[src/rtl/hc_irq_pkg.sv]
package hc_irq_pkg;
  localparam int unsigned REG_W      = 32;
  localparam int unsigned WB_BIT     = 1;
  localparam int unsigned RESUME_BIT = 3;
  localparam int unsigned OWN_BIT    = 30;
  localparam int unsigned MASTER_BIT = 31;
  // event-capable status positions
  localparam logic [REG_W-1:0] SRC_MASK = 32'h4000_007F;

  typedef enum logic [1:0] {
    SEL_STAT = 2'd0,
    SEL_EN   = 2'd1,
    SEL_DIS  = 2'd2,
    SEL_NONE = 2'd3
  } reg_sel_e;
endpackage

[src/rtl/hc_irq_resume_det.sv]
module hc_irq_resume_det (
  input  logic clk_i,
  input  logic rst_ni,
  input  logic line_i,
  output logic rise_o
);
  logic line_q;

  always_ff @(posedge clk_i or negedge rst_ni) begin
    if (!rst_ni) line_q <= 1'b0;
    else         line_q <= line_i;
  end

  assign rise_o = line_i & ~line_q;

  a_r8_single_rise: assert property (@(posedge clk_i) disable iff (!rst_ni)
    rise_o |=> !rise_o);
endmodule

[src/rtl/hc_irq_status.sv]
module hc_irq_status #(
  parameter int unsigned W       = hc_irq_pkg::REG_W,
  parameter bit          HAS_SMI = 1'b1
) (
  input  logic         clk_i,
  input  logic         rst_ni,
  input  logic [W-1:0] set_i,
  input  logic [W-1:0] clr_i,
  output logic [W-1:0] stat_o
);
  localparam logic [W-1:0] OWN_ONE  = W'(1) << hc_irq_pkg::OWN_BIT;
  localparam logic [W-1:0] IMPL     = HAS_SMI ? W'(hc_irq_pkg::SRC_MASK)
                                              : (W'(hc_irq_pkg::SRC_MASK) & ~OWN_ONE);

  logic [W-1:0] stat_q, stat_d;

  // set has priority so no event is lost
  assign stat_d = ((stat_q & ~clr_i) | set_i) & IMPL;

  always_ff @(posedge clk_i or negedge rst_ni) begin
    if (!rst_ni) stat_q <= '0;
    else         stat_q <= stat_d;
  end

  assign stat_o = stat_q;

  a_r3_clear_applies: assert property (@(posedge clk_i) disable iff (!rst_ni)
    ((clr_i & ~set_i) != '0) |=> ((stat_q & $past(clr_i & ~set_i)) == '0));

  a_r4_no_self_clear: assert property (@(posedge clk_i) disable iff (!rst_ni)
    1'b1 |=> (($past(stat_q) & ~$past(clr_i) & ~stat_q) == '0));

  a_r4_set_wins: assert property (@(posedge clk_i) disable iff (!rst_ni)
    ((set_i & IMPL) != '0) |=> ((stat_q & $past(set_i & IMPL)) == $past(set_i & IMPL)));
endmodule

[src/rtl/hc_irq_enable.sv]
module hc_irq_enable #(
  parameter int unsigned W = hc_irq_pkg::REG_W
) (
  input  logic         clk_i,
  input  logic         rst_ni,
  input  logic [W-1:0] set_i,
  input  logic [W-1:0] clr_i,
  output logic [W-1:0] en_o
);
  localparam logic [W-1:0] EN_MASK = W'(hc_irq_pkg::SRC_MASK)
                                   | (W'(1) << hc_irq_pkg::MASTER_BIT);

  logic [W-1:0] en_q;

  always_ff @(posedge clk_i or negedge rst_ni) begin
    if (!rst_ni) en_q <= '0;
    else         en_q <= ((en_q | set_i) & ~clr_i) & EN_MASK;
  end

  assign en_o = en_q;

  a_r5_master_sticky: assert property (@(posedge clk_i) disable iff (!rst_ni)
    (en_q[hc_irq_pkg::MASTER_BIT] && !clr_i[hc_irq_pkg::MASTER_BIT])
      |=> en_q[hc_irq_pkg::MASTER_BIT]);

  a_r6_disable_clears: assert property (@(posedge clk_i) disable iff (!rst_ni)
    (clr_i != '0) |=> ((en_q & $past(clr_i)) == '0));
endmodule

[src/rtl/hc_irq_ctrl.sv]
module hc_irq_ctrl #(
  parameter bit HAS_SMI = 1'b1
) (
  input  logic        clk_i,
  input  logic        rst_ni,
  input  logic        wr_en_i,
  input  logic [1:0]  addr_i,
  input  logic [31:0] wdata_i,
  output logic [31:0] rdata_o,
  input  logic [31:0] evt_i,
  input  logic        resume_sig_i,
  output logic        irq_o,
  output logic        wb_block_o
);
  import hc_irq_pkg::*;
  localparam int unsigned W = REG_W;
  localparam logic [W-1:0] RES_ONE = W'(1) << RESUME_BIT;

  logic [W-1:0] stat, en, stat_set, stat_clr, en_set, en_clr;
  logic         resume_rise, irq_d, irq_q;
  reg_sel_e     sel;

  assign sel = reg_sel_e'(addr_i);

  hc_irq_resume_det u_resume (
    .clk_i  (clk_i),
    .rst_ni (rst_ni),
    .line_i (resume_sig_i),
    .rise_o (resume_rise)
  );

  // bit 3 comes only from the line edge
  assign stat_set = (evt_i & ~RES_ONE) | (resume_rise ? RES_ONE : '0);
  assign stat_clr = (wr_en_i && sel == SEL_STAT) ? wdata_i : '0;
  assign en_set   = (wr_en_i && sel == SEL_EN)   ? wdata_i : '0;
  assign en_clr   = (wr_en_i && sel == SEL_DIS)  ? wdata_i : '0;

  hc_irq_status #(.W(W), .HAS_SMI(HAS_SMI)) u_status (
    .clk_i  (clk_i),
    .rst_ni (rst_ni),
    .set_i  (stat_set),
    .clr_i  (stat_clr),
    .stat_o (stat)
  );

  hc_irq_enable #(.W(W)) u_enable (
    .clk_i  (clk_i),
    .rst_ni (rst_ni),
    .set_i  (en_set),
    .clr_i  (en_clr),
    .en_o   (en)
  );

  assign irq_d = en[MASTER_BIT] & (|(stat[W-2:0] & en[W-2:0]));

  always_ff @(posedge clk_i or negedge rst_ni) begin
    if (!rst_ni) irq_q <= 1'b0;
    else         irq_q <= irq_d;
  end

  always_comb begin
    unique case (sel)
      SEL_STAT: rdata_o = stat;
      SEL_EN,
      SEL_DIS:  rdata_o = en;
      default:  rdata_o = '0;
    endcase
  end

  assign irq_o      = irq_q;
  assign wb_block_o = stat[WB_BIT];

  a_r7_irq_follows: assert property (@(posedge clk_i) disable iff (!rst_ni)
    1'b1 |=> (irq_o == ($past(en[MASTER_BIT]) && ($past(stat[W-2:0] & en[W-2:0]) != '0))));

  a_r7_no_master_no_irq: assert property (@(posedge clk_i) disable iff (!rst_ni)
    !en[MASTER_BIT] |=> !irq_o);

  a_r8_rise_sets: assert property (@(posedge clk_i) disable iff (!rst_ni)
    resume_rise |=> stat[RESUME_BIT]);

  a_r10_own_tied: assert property (@(posedge clk_i) disable iff (!rst_ni)
    !HAS_SMI |-> !stat[OWN_BIT]);
endmodule

[config.mk]
export PLATFORM = sky130hd
export DESIGN_NAME = hc_irq_ctrl
export DESIGN_NICKNAME = d
export VERILOG_FILES = /design/src/rtl/hc_irq_pkg.sv /design/src/rtl/hc_irq_resume_det.sv /design/src/rtl/hc_irq_status.sv /design/src/rtl/hc_irq_enable.sv /design/src/rtl/hc_irq_ctrl.sv
export SDC_FILE = /design/constraint.sdc
export NUM_CORES = 1
export LEC_CHECK = 0
export ABC_AREA = 0
export BUFFER_PORTS_ARGS = -buffer_cell sky130_fd_sc_hd__buf_2
export CAP_MARGIN = 5
export CORE_ASPECT_RATIO = 0.75
export CORE_MARGIN = 5
export CORE_UTILIZATION = 37
export DETAILED_ROUTE_END_ITERATION = 10
export GPL_TIMING_DRIVEN = 0
export PLACE_DENSITY = 0.78
export SYNTH_ARGS = -nofsm -noshare
export SYNTH_HDL_FRONTEND = slang
export SYNTH_SLANG_ARGS = --single-unit
[constraint.sdc]
create_clock -name clk_i -period 1.1 [get_ports clk_i]
set_input_delay 0.11 -clock clk_i [delete_from_list [all_inputs] [get_ports clk_i]]
set_output_delay 0.11 -clock clk_i [all_outputs]
set_load 0.02 [all_outputs]
==> results.yml <==
pwr:
  leakagePower_nw: 0.842
  p_per_area_mw_per_mm2: 1270
  p_clk_share_pct: 23.2
  p_sw_uw: 694
  combPwrFrac_pct: 37.3
  seq_power_share_pct: 39.5
  peakVddDrop_uv: 1090
  intPower_mw: 1.43
  p_total_mw: 2.12
  p_sw_share_pct: 32.7
run:
  maxCapViolCount: 0
sta:
  fin_crit_sh_pct: 107
  hold_slack_ns: 0.0268
  fmax_ghz: 0.851
  slew_viol_final: 0
  setup_viol_count_final: 9
  finalHoldViolCount: 0
  rsz0062_at_grt: "yes"
  setup_ws_ns: -0.0744
  finClkSkew_ns: 0.00109
  final.min_clock_period_ns: 1.17
final_layout:
  drive_above_1_share_pct: 50.8
  nets: 264
  final_util_pct: 56.2
  instances_no_fill: 227
  n_antenna_cell: 0
  seqCellArea_um2: 475
  multi_input_area_um2: 552
  fillerInstances: 271
  layout-area-overhead-vs-synth_pct: 44.6
clocking:
  clock-sinks: 19
  numCtsBuffers: 3
  cts_buffer_depth: 2
  tritoncts: "built"
  cts_root_buf: "clkbuf_8"
  clk_latency_ns: 0.25
  htree_levels: 1
  cts.clk_slew.worst_paths_ns: 0.07
routing:
  routed_via_density: 4.55
  totalWireLength_mm: 2.88
  via_count: 1032
  drt_iter0_drc: 38
  drc: 0
  drt_pass1_iterations: 4
  final_antenna_net_count: 0
  wl_per_cell_um: 12.7
grt:
  antenna_found_initial: 0
  overflow: 0
  grt_usage_pct: 13.4
  first_global_vias: 992
  grt_pass1_wl_mm: 4.56
  grt_max_degree: 20
synthesis:
  synthTopCellsByArea: "dfrtp_1 (41%), buf_4 (16%), a22oi_1 (7.8%), a21oi_2 (6.1%), a31oi_1 (5.4%)"
  ys_async_sr_fraction_pct: 100
  syn_area_per_cell_um2: 9.98
  synth-seq-cells: 19
  synthesis.area_mm2: 0.00116
  synth.largest_area_cell: "dfrtp_1"
  synth_edf_count: 0
  syn_inst: 116
  yosysWarnings: 0
  ys_seq_area_share_pct: 41.1
  synth_top_area_share_pct: 41.1
  yosysUniqueCellTypes: 18
  ys_dominant_reg_cell: "dfrtp_1"
critical_path:
  critPathKind: "reg2out"
  startpoint_type: "flop"
  arrival_ns: 1.06
  crit_path_end_kind: "output pin"
  critical_path.max_fanout: 2
  cp.required_ns: 0.99
die:
  start_util_pct: 38.9
  ios: 104
  dieArea_mm2: 0.00436
  core_mm2: 0.00298
  fp.dieW_um: 74.6
  die_h_um: 58.4
  row_count: 17
placement:
  dpl.cell_count: 207
  dpl_worst_slack_ns: -0.183
  dpl.hpwl_mm: 2.08
  portBuffers: 31
  gp_congestion: 0.747
run_status:
  status: "complete, but fails checks"
  failed_checks: "negative setup slack"
min_path:
  hp-class: "in2reg"
==> area by class of cell <==
cell class	count	share of cell area (%)
clock inverter	1	0.299
clock buffer	3	2.47
inverter	4	0.897
multi-input combinational	84	33.0
timing repair buffer	49	18.8
sequential	19	28.4
tap	38	2.84
buffer	29	13.3
==> cells in the final DEF, fill, tap and decap left out, drive strengths merged <==
master	Yosys	final
dlygate4sd3	0	2
a41oi	1	1
dfrtp	19	19
clkinv	0	1
conb	1	23
clkbuf	0	3
a22oi	12	12
a21o	7	7
nand3	8	8
and2	2	2
ha	4	4
a22o	1	1
buf	31	76
a31oi	10	10
nor2	8	8
inv	4	4
a21oi	8	8
==> metrics by stage <==
| stage | setup TNS, ns | area (um^2) |
|---|---|---|
| final | -0.403 | 1670 |
| after global placement | -1.23 | 1440 |
| after detailed placement | -1.46 | 1440 |
| after floorplan | 0 | 1240 |
| after global routing | -0.843 | 1670 |
| after CTS | -0.419 | 1630 |
==> critical path, stage by stage, from the launching register on <==
cell,delay [ns]
dfrtp_1,0.40
a22oi_1,0.17
nor2_1,0.06
buf_4,0.17
==> sequential cells by signal (all words and copies together), names as in the netlist <==
register         cells
u_resume.line_q      1
u_status.stat_o      8
u_enable.en_o        9
irq_o                1
==> power groups by stage <==
stage          registers (mW)  logic [mW]  clock network [mW]
4_1_cts                 0.828       0.746               0.487
3_3_place_gp            0.859       0.589                   0
5_1_grt                 0.847       0.868               0.513
3_5_place_dp            0.861       0.598                   0
6_report                0.838       0.791               0.491
2_1_floorplan           0.857       0.426                   0
==> cells by family (layout without fill, tap and decap cells) <==
kind of cell / count (synthesis) / after routing / synth area share [%]
flip-flops: 19 / 19 / 41.1
other: 1 / 23 / 0.324
adder cells (fa/ha/maj): 4 / 4 / 4.32
AO/OA/AOI/OAI: 39 / 39 / 25.3
AND/OR/NAND/NOR: 18 / 18 / 7.35
buffers and inverters: 35 / 86 / 21.6
==> synth_stat cells (2+ instances only) <==
cell	instances
buf_4	25
dfrtp_1	19
a22oi_1	12
a31oi_1	10
a21oi_2	8
nand3_1	8
nor2_1	8
a21o_1	7
ha_1	4
inv_1	4
buf_6	3
buf_2	2
==> what timing repair did <==
action / CTS / global route
setup buffers: 13 / 3
pin swaps: 7 / 2
hold buffers: 2 / 0
resized for setup: 10 / 7
setup endpoints to repair: 9 / 10
hold endpoints to repair: 20 / 0
==> final timing paths <==
| check | cells after the start | slack (ns) | from | to |
|---|---|---|---|---|
| max in group asynchronous | 2 | 0.47 | rst_ni | irq_o |
| setup reg to reg | 4 | -0.01 | u_enable.en_o[3] | irq_o |
| min in group asynchronous | 2 | 0.33 | rst_ni | u_status.stat_o[30] |
| hold / removal | 2 | 0.03 | evt_i[30] | u_status.stat_o[30] |
| hold reg to reg | 1 | 0.52 | u_status.stat_o[5] | u_status.stat_o[5] |
| setup / recovery | 3 | -0.07 | u_enable.en_o[3] | rdata_o[3] |
==> routing by layer <==
metal	vias up	routed length [um]	GRT usage [%]
met4	0	0	0.761
met3	0	248	4.61
met5	-	0	0
met2	39	1420	22.3
met1	483	1210	17.9
li1	510	-	-
No activity file was read; power rests on OpenSTA's default activity.
